File: config.mk
export PLATFORM = sky130hd
export DESIGN_NAME = vmm_unit
export DESIGN_NICKNAME = d
export VERILOG_FILES = /design/src/rtl/vmm_pkg.sv /design/src/rtl/vmm_ctrl.sv /design/src/rtl/vmm_cond.sv /design/src/rtl/vmm_mask_reg.sv /design/src/rtl/vmm_unit.sv
export SDC_FILE = /design/constraint.sdc
export NUM_CORES = 1
export LEC_CHECK = 0
export BUFFER_PORTS_ARGS = -buffer_cell sky130_fd_sc_hd__buf_4
export CELL_PAD_IN_SITES_DETAIL_PLACEMENT = 1
export CELL_PAD_IN_SITES_GLOBAL_PLACEMENT = 2
export CORE_MARGIN = 2
export CORE_UTILIZATION = 28
export CTS_BUF_LIST = sky130_fd_sc_hd__clkbuf_16
export DETAILED_ROUTE_END_ITERATION = 10
export HOLD_SLACK_MARGIN = 0.15
export PLACE_DENSITY_LB_ADDON = 0.3
export SLEW_MARGIN = 0
export SYNTH_ARGS = -nofsm -noshare
export SYNTH_HDL_FRONTEND = slang
export SYNTH_SLANG_ARGS = --single-unit
File: constraint.sdc
create_clock -name clk_i -period 8.06 [get_ports clk_i]
set_input_delay 0.403 -clock clk_i [delete_from_list [all_inputs] [get_ports clk_i]]
set_output_delay 0.403 -clock clk_i [all_outputs]
set_load 0.02 [all_outputs]
File: src/rtl/vmm_pkg.sv
package vmm_pkg;
  typedef enum logic [1:0] {
    OP_LOAD  = 2'd0,
    OP_TEST  = 2'd1,
    OP_LESS  = 2'd2,
    OP_MERGE = 2'd3
  } vmm_op_e;

  typedef enum logic [1:0] {
    CND_ZERO    = 2'd0,
    CND_NONZERO = 2'd1,
    CND_NEG     = 2'd2,
    CND_POS     = 2'd3
  } vmm_cond_e;

  typedef enum logic [1:0] {
    ST_IDLE = 2'd0,
    ST_RUN  = 2'd1,
    ST_DONE = 2'd2
  } vmm_state_e;
endpackage

File: src/rtl/vmm_ctrl.sv
module vmm_ctrl
  import vmm_pkg::*;
#(
  parameter int ELEMS = 64,
  parameter int IDX_W = $clog2(ELEMS),
  parameter int VL_W  = IDX_W + 2
) (
  input  logic             clk_i,
  input  logic             rst_ni,
  input  logic             start_i,
  input  vmm_op_e          op_i,
  input  logic [VL_W-1:0]  vlen_i,
  output logic             busy_o,
  output logic             done_o,
  output logic             accept_o,
  output logic [IDX_W-1:0] idx_o,
  output vmm_op_e          op_o
);
  localparam logic [VL_W-1:0] LIMIT = VL_W'(ELEMS);

  vmm_state_e       state_q;
  vmm_op_e          op_q;
  logic [VL_W-1:0]  vl_q, vl_eff;
  logic [IDX_W-1:0] idx_q;
  logic             last;

  assign accept_o = (state_q == ST_IDLE) && start_i;
  assign vl_eff   = (vlen_i > LIMIT) ? LIMIT : vlen_i;
  assign last     = (VL_W'(idx_q) == vl_q - VL_W'(1));

  always_ff @(posedge clk_i or negedge rst_ni) begin
    if (!rst_ni) begin
      state_q <= ST_IDLE;
      op_q    <= OP_LOAD;
      vl_q    <= '0;
      idx_q   <= '0;
    end else begin
      unique case (state_q)
        ST_IDLE: if (start_i) begin
          op_q  <= op_i;
          vl_q  <= vl_eff;
          idx_q <= '0;
          // scalar load and empty vectors skip the element walk
          state_q <= (op_i == OP_LOAD || vl_eff == '0) ? ST_DONE : ST_RUN;
        end
        ST_RUN: begin
          if (last) state_q <= ST_DONE;
          else      idx_q   <= idx_q + IDX_W'(1);
        end
        ST_DONE: state_q <= ST_IDLE;
        default: state_q <= ST_IDLE;
      endcase
    end
  end

  assign busy_o = (state_q == ST_RUN);
  assign done_o = (state_q == ST_DONE);
  assign idx_o  = idx_q;
  assign op_o   = op_q;


  idx_step_chk: assert property (@(posedge clk_i) disable iff (!rst_ni)
    busy_o && $past(busy_o) |-> idx_q == $past(idx_q) + IDX_W'(1));

  idx_range_chk: assert property (@(posedge clk_i) disable iff (!rst_ni)
    busy_o |-> VL_W'(idx_q) < vl_q);

  done_pulse_chk: assert property (@(posedge clk_i) disable iff (!rst_ni)
    done_o |=> !done_o);

  start_ignored_chk: assert property (@(posedge clk_i) disable iff (!rst_ni)
    (busy_o || done_o) && start_i |=> $stable(vl_q) && $stable(op_q));

  vl_clamp_chk: assert property (@(posedge clk_i) disable iff (!rst_ni)
    vl_q <= LIMIT);
endmodule

File: src/rtl/vmm_cond.sv
module vmm_cond
  import vmm_pkg::*;
#(
  parameter int DATA_W = 64
) (
  input  vmm_op_e           op_i,
  input  vmm_cond_e         cond_i,
  input  logic [DATA_W-1:0] a_i,
  input  logic [DATA_W-1:0] b_i,
  output logic              hit_o
);
  logic is_zero, is_neg;
  assign is_zero = (a_i == '0);
  assign is_neg  = a_i[DATA_W-1];

  always_comb begin
    if (op_i == OP_LESS) begin
      hit_o = $signed(a_i) < $signed(b_i);
    end else begin
      unique case (cond_i)
        CND_ZERO:    hit_o = is_zero;
        CND_NONZERO: hit_o = !is_zero;
        CND_NEG:     hit_o = is_neg;
        CND_POS:     hit_o = !is_neg && !is_zero;
        default:     hit_o = 1'b0;
      endcase
    end
  end
endmodule

File: src/rtl/vmm_mask_reg.sv
module vmm_mask_reg #(
  parameter int ELEMS = 64,
  parameter int IDX_W = $clog2(ELEMS)
) (
  input  logic             clk_i,
  input  logic             rst_ni,
  input  logic             load_i,
  input  logic [ELEMS-1:0] load_val_i,
  input  logic             clr_i,
  input  logic             set_en_i,
  input  logic [IDX_W-1:0] set_idx_i,
  input  logic             set_val_i,
  output logic [ELEMS-1:0] mask_o
);
  for (genvar g = 0; g < ELEMS; g++) begin : g_bit
    logic bit_q;
    always_ff @(posedge clk_i or negedge rst_ni) begin
      if (!rst_ni)                                      bit_q <= 1'b0;
      else if (load_i)                                  bit_q <= load_val_i[g];
      else if (clr_i)                                   bit_q <= 1'b0;
      else if (set_en_i && set_idx_i == IDX_W'(g))      bit_q <= set_val_i;
    end
    assign mask_o[g] = bit_q;
  end


  mask_hold_chk: assert property (@(posedge clk_i) disable iff (!rst_ni)
    !load_i && !clr_i && !set_en_i |=> $stable(mask_o));

  mask_load_chk: assert property (@(posedge clk_i) disable iff (!rst_ni)
    load_i |=> mask_o == $past(load_val_i));
endmodule

File: src/rtl/vmm_unit.sv
module vmm_unit
  import vmm_pkg::*;
#(
  parameter int ELEMS  = 64,
  parameter int DATA_W = 64,
  parameter int IDX_W  = $clog2(ELEMS),
  parameter int VL_W   = IDX_W + 2
) (
  input  logic              clk_i,
  input  logic              rst_ni,
  input  logic              start_i,
  input  logic [1:0]        op_i,
  input  logic [1:0]        cond_i,
  input  logic [VL_W-1:0]   vlen_i,
  input  logic [ELEMS-1:0]  scalar_i,
  output logic              busy_o,
  output logic              done_o,
  output logic              rd_en_o,
  output logic [IDX_W-1:0]  rd_idx_o,
  input  logic [DATA_W-1:0] src_a_i,
  input  logic [DATA_W-1:0] src_b_i,
  output logic              wr_en_o,
  output logic [IDX_W-1:0]  wr_idx_o,
  output logic [DATA_W-1:0] wr_data_o,
  output logic [ELEMS-1:0]  mask_o
);
  vmm_op_e          op_q, op_in;
  vmm_cond_e        cond_q, cond_in;
  logic             accept, busy, hit, sel;
  logic [IDX_W-1:0] idx;

  assign op_in   = vmm_op_e'(op_i);
  assign cond_in = vmm_cond_e'(cond_i);

  always_ff @(posedge clk_i or negedge rst_ni) begin
    if (!rst_ni)     cond_q <= CND_ZERO;
    else if (accept) cond_q <= cond_in;
  end

  vmm_ctrl #(.ELEMS(ELEMS), .IDX_W(IDX_W), .VL_W(VL_W)) u_ctrl (
    .clk_i, .rst_ni, .start_i,
    .op_i     (op_in),
    .vlen_i,
    .busy_o   (busy),
    .done_o,
    .accept_o (accept),
    .idx_o    (idx),
    .op_o     (op_q)
  );

  vmm_cond #(.DATA_W(DATA_W)) u_cond (
    .op_i   (op_q),
    .cond_i (cond_q),
    .a_i    (src_a_i),
    .b_i    (src_b_i),
    .hit_o  (hit)
  );

  vmm_mask_reg #(.ELEMS(ELEMS), .IDX_W(IDX_W)) u_mask (
    .clk_i, .rst_ni,
    .load_i     (accept && op_in == OP_LOAD),
    .load_val_i (scalar_i),
    .clr_i      (accept && (op_in == OP_TEST || op_in == OP_LESS)),
    .set_en_i   (busy && (op_q == OP_TEST || op_q == OP_LESS)),
    .set_idx_i  (idx),
    .set_val_i  (hit),
    .mask_o
  );

  assign sel       = mask_o[idx];
  assign busy_o    = busy;
  assign rd_en_o   = busy;
  assign rd_idx_o  = idx;
  assign wr_en_o   = busy && (op_q == OP_MERGE);
  assign wr_idx_o  = idx;
  assign wr_data_o = sel ? src_a_i : src_b_i;


  merge_mask_stable_chk: assert property (@(posedge clk_i) disable iff (!rst_ni)
    wr_en_o |=> $stable(mask_o));

  no_write_idle_chk: assert property (@(posedge clk_i) disable iff (!rst_ni)
    !busy_o |-> !wr_en_o && !rd_en_o);
endmodule

==> results.sh <==
export IMPL_cts_root_buf="clkbuf_16"
export IMPL_rsz0062_at_grt="false"
export IMPL_fin_skew_ps=8.10
export IMPL_drv_cap=0
export IMPL_r2r_setup_slack_ps=5270
export IMPL_overflow=0
export IMPL_antenna_found_initial=2
export IMPL_die_x_um=173
export IMPL_fp_dieArea_um2=29900
export IMPL_fillers=3483
export IMPL_syn2layout_area_growth_pct=34.1
export IMPL_clkPwrFrac_pct=9.2
export IMPL_period_needed_ps=4280
export IMPL_cts_resized_gates=0
export IMPL_core_um2=27900
export IMPL_cts_inserted_buffers=9
export IMPL_crit_buf_inv=2
export IMPL_grt_first_pass_wirelength_um=51800
export IMPL_crit_chain="mux4_2 -> mux4_2 -> mux2_2 -> nand2_1 -> o21ai_4 -> buf_4 -> mux2_1 -> buf_4"
export IMPL_routedWlPerCell_um=20.3
export IMPL_ant_nets=0
export IMPL_ys_seq_elements=84
export IMPL_power_density_nw_per_um2=422
export IMPL_path_class="flop to output pin"
export IMPL_ios=351
export IMPL_grt_pass1_vias=8532
export IMPL_multi_input_comb_area_um2=4870
export IMPL_via_per_inst=5.01
export IMPL_gp_congestion=0.827
export IMPL_synth_edf_count=0
export IMPL_synth_ff_type="dfrtp_1"
export IMPL_cts_tree="done"
export IMPL_yosys_warnings=0
export IMPL_cpPeakStageDelay_ps=1010
export IMPL_crit_required_ps=7660
export IMPL_grt_max_degree=128
export IMPL_register_area_um2=2100
export IMPL_cp_top_family="multiplexers"
export IMPL_wl_um=34100
export IMPL_power_frac_comb_pct=71.2
export IMPL_start_util_pct=28.6
export IMPL_rows=61
export IMPL_status="finished clean"
export IMPL_ys_types=54
export IMPL_h_tree_depth=3
export IMPL_portBuffers=350
export IMPL_drt_iter0_drc=450
export IMPL_worstSetupStartpointType="flop"
export IMPL_switching_share_pct=52.8
export IMPL_yosysSeqAreaShare_pct=26.3
export IMPL_worstPathArrival_ps=3870
export IMPL_drt_first_pass_iters=5
export IMPL_seq_power_share_pct=19.6
export IMPL_crit_fanout=127
export IMPL_crit_path_top_delay_cell="dfrtp_1"
export IMPL_internal_power_w=0.00213
export IMPL_setup_tns_ps=0
export IMPL_syn_avg_cell_area_um2=7.57
export IMPL_chipHeight_um=173
export IMPL_final_hold_viol_count=0
export IMPL_vias=8435
export IMPL_finalNetCount=1576
export IMPL_crit_path_end_kind="output pin"
export IMPL_ir_worst_vdd_uv=254
export IMPL_relSlewSlack_pct=21.2
export IMPL_remaining_drc_errors=0
export IMPL_worstMarginPinSlew_ps=1180
export IMPL_hp_class="primary input to flop"
export IMPL_cts_buffer_depth=2
export IMPL_period_share_pct=53.1
export IMPL_synthArstFlopShare_pct=100
export IMPL_cts_sinks=84
export IMPL_power_switching_w=0.00239
export IMPL_dp_hpwl_um=26900
export IMPL_synth_area_um2=7990
export IMPL_grt_usage_pct=22.3
export IMPL_place_ws_ps=4200
export IMPL_clk_latency_ps=350
export IMPL_cts_clk_slew_worst_paths_ps=60
export IMPL_layout_drive_gt1_share_pct=30.5
export IMPL_slew_viol_final=0
export IMPL_p_leak_nw=5.15
export IMPL_setup_viol=0
export IMPL_layout_setup_ws_ps=3780
export IMPL_synth_nets=1334
export IMPL_max_freq_mhz=234
export IMPL_postSynthCellCount=1056
==> cells in the final DEF (no fill, tap or decap), types with 13 or more instances in the layout <==
master / count
mux4_2: 20
ha_1: 71
o31a_1: 13
nand2_1: 158
a31oi_1: 14
buf_4: 357
nand4_1: 15
a21boi_0: 34
o21ai_1: 30
dfrtp_1: 84
inv_1: 78
o21ai_0: 99
nor2_1: 130
nand3_1: 21
nor4_1: 19
a21oi_1: 59
==> power groups by stage <==
stage	Clock (W)	Sequential (W)	Combinational [W]
6_report	0.000415	0.000888	0.00322
3_3_place_gp	0	0.000896	0.00319
2_1_floorplan	0	0.000745	0.00223
3_5_place_dp	0	0.000893	0.00324
4_1_cts	0.000420	0.000888	0.00325
5_1_grt	0.000439	0.000918	0.00348
==> sequential cells by signal (all words and copies together), names as in the netlist <==
name	flops
cond_q	2
u_ctrl.idx_o	6
u_ctrl.op_o	2
u_ctrl.state_q	2
u_ctrl.vl_q	8
u_mask.g_bit.bit_q	64
==> layout make-up <==
| class | count | share of cell area, % |
|---|---|---|
| multi-input combinational | 769 | 45.5 |
| timing repair buffer | 358 | 25.1 |
| inverter | 76 | 2.66 |
| antenna | 2 | 0.0467 |
| clock inverter | 7 | 0.560 |
| tap | 378 | 4.41 |
| clock buffer | 9 | 2.10 |
| sequential | 84 | 19.6 |
==> worst register-to-register path, stage by stage (launching register included) <==
cell,delay (ps)
dfrtp_1,430
inv_1,100
ha_1,180
nor3b_2,390
nand2b_1,100
o311ai_1,270
o211ai_1,180
a2111oi_4,540
nor2_1,190
mux2_2,300
==> logic make-up (layout without fill, tap and decap cells) <==
family / after synthesis / count (layout) / share of synthesized area, %
adder cells (fa/ha/maj): 71 / 71 / 11.1
XOR/XNOR: 9 / 9 / 0.986
AO/OA/AOI/OAI: 284 / 284 / 21.4
other: 0 / 2 / 0
AND/OR/NAND/NOR: 374 / 374 / 20.0
buffers and inverters: 203 / 450 / 13.1
flip-flops: 84 / 84 / 26.3
multiplexers: 31 / 31 / 7.06
==> stage by stage <==
stage | instances | instance area, um^2 | hold slack (ps) | power (W) | utilization [%]
2_1_floorplan | 1056 | 7990 | 107 | 0.00297 | -
3_3_place_gp | 1664 | 10400 | 278 | 0.00409 | 37.3
3_5_place_dp | 1664 | 10400 | 279 | 0.00413 | 37.3
4_1_cts | 1681 | 10700 | 242 | 0.00456 | 38.3
5_1_grt | 1683 | 10700 | 256 | 0.00484 | 38.4
6_report | 1683 | 10700 | 244 | 0.00452 | 38.4
==> cells in the mapped netlist, types with 2 or more instances <==
cell type / n / area share, %
nor3_1: 6 / 0.38
o211ai_1: 2 / 0.19
buf_4: 72 / 6.8
xor2_1: 4 / 0.44
and3_1: 5 / 0.39
a21boi_0: 34 / 3.2
o21ai_1: 30 / 1.9
buf_1: 4 / 0.19
clkbuf_1: 43 / 2.0
ha_1: 71 / 11
nand3b_1: 2 / 0.19
mux4_2: 20 / 5.6
dfrtp_1: 84 / 26
nand4_1: 15 / 1.2
xnor2_1: 5 / 0.55
nand3_1: 21 / 1.3
o22a_1: 5 / 0.55
nand2b_1: 4 / 0.31
a31oi_1: 14 / 1.1
nor2_1: 131 / 6.2
a221oi_1: 5 / 0.55
mux2_2: 2 / 0.28
mux2i_1: 8 / 1.0
nand2_1: 158 / 7.4
o21ai_0: 99 / 6.2
nor4_1: 19 / 1.5
o31a_1: 13 / 1.4
buf_2: 7 / 0.44
a22o_1: 3 / 0.33
or4_1: 3 / 0.28
a21oi_1: 59 / 3.7
a211oi_1: 2 / 0.19
nor2b_1: 4 / 0.31
inv_1: 76 / 3.6
a21o_1: 7 / 0.66
==> worst paths after layout <==
| kind | from | end | cells after the start |
|---|---|---|---|
| max | u_ctrl.idx_o[1]$_DFFE_PN0P_ | wr_data_o[0] | 8 |
| min | cond_i[0] | cond_q[0]$_DFFE_PN0P_ | 3 |
| max reg2reg | u_ctrl.vl_q[0]$_DFFE_PN0P_ | u_ctrl.idx_o[1]$_DFFE_PN0P_ | 9 |
| min reg2reg | u_ctrl.state_q[1]$_DFFE_PN0P_ | u_ctrl.state_q[1]$_DFFE_PN0P_ | 1 |
| max in group asynchronous | rst_ni | u_mask.g_bit[20].bit_q$_DFFE_PN0P_ | 3 |
| min in group asynchronous | rst_ni | u_ctrl.vl_q[6]$_DFFE_PN0P_ | 2 |
==> layer usage <==
metal  part of all wire [%]  track usage (%)  vias to the layer above
li1                       -                -                     4093
met1                     47             30.7                     4055
met2                     46             35.9                      250
met3                    5.1             4.46                       37
met4                    1.8             5.05                        0
met5                      0                0                        -
==> what timing repair did <==
| action | CTS | global route |
|---|---|---|
| hold buffers | 1 | 0 |
| setup buffers | 0 | 0 |
| endpoints found under the hold margin | 15 | 0 |
No activity file was read; power rests on OpenSTA's default activity.
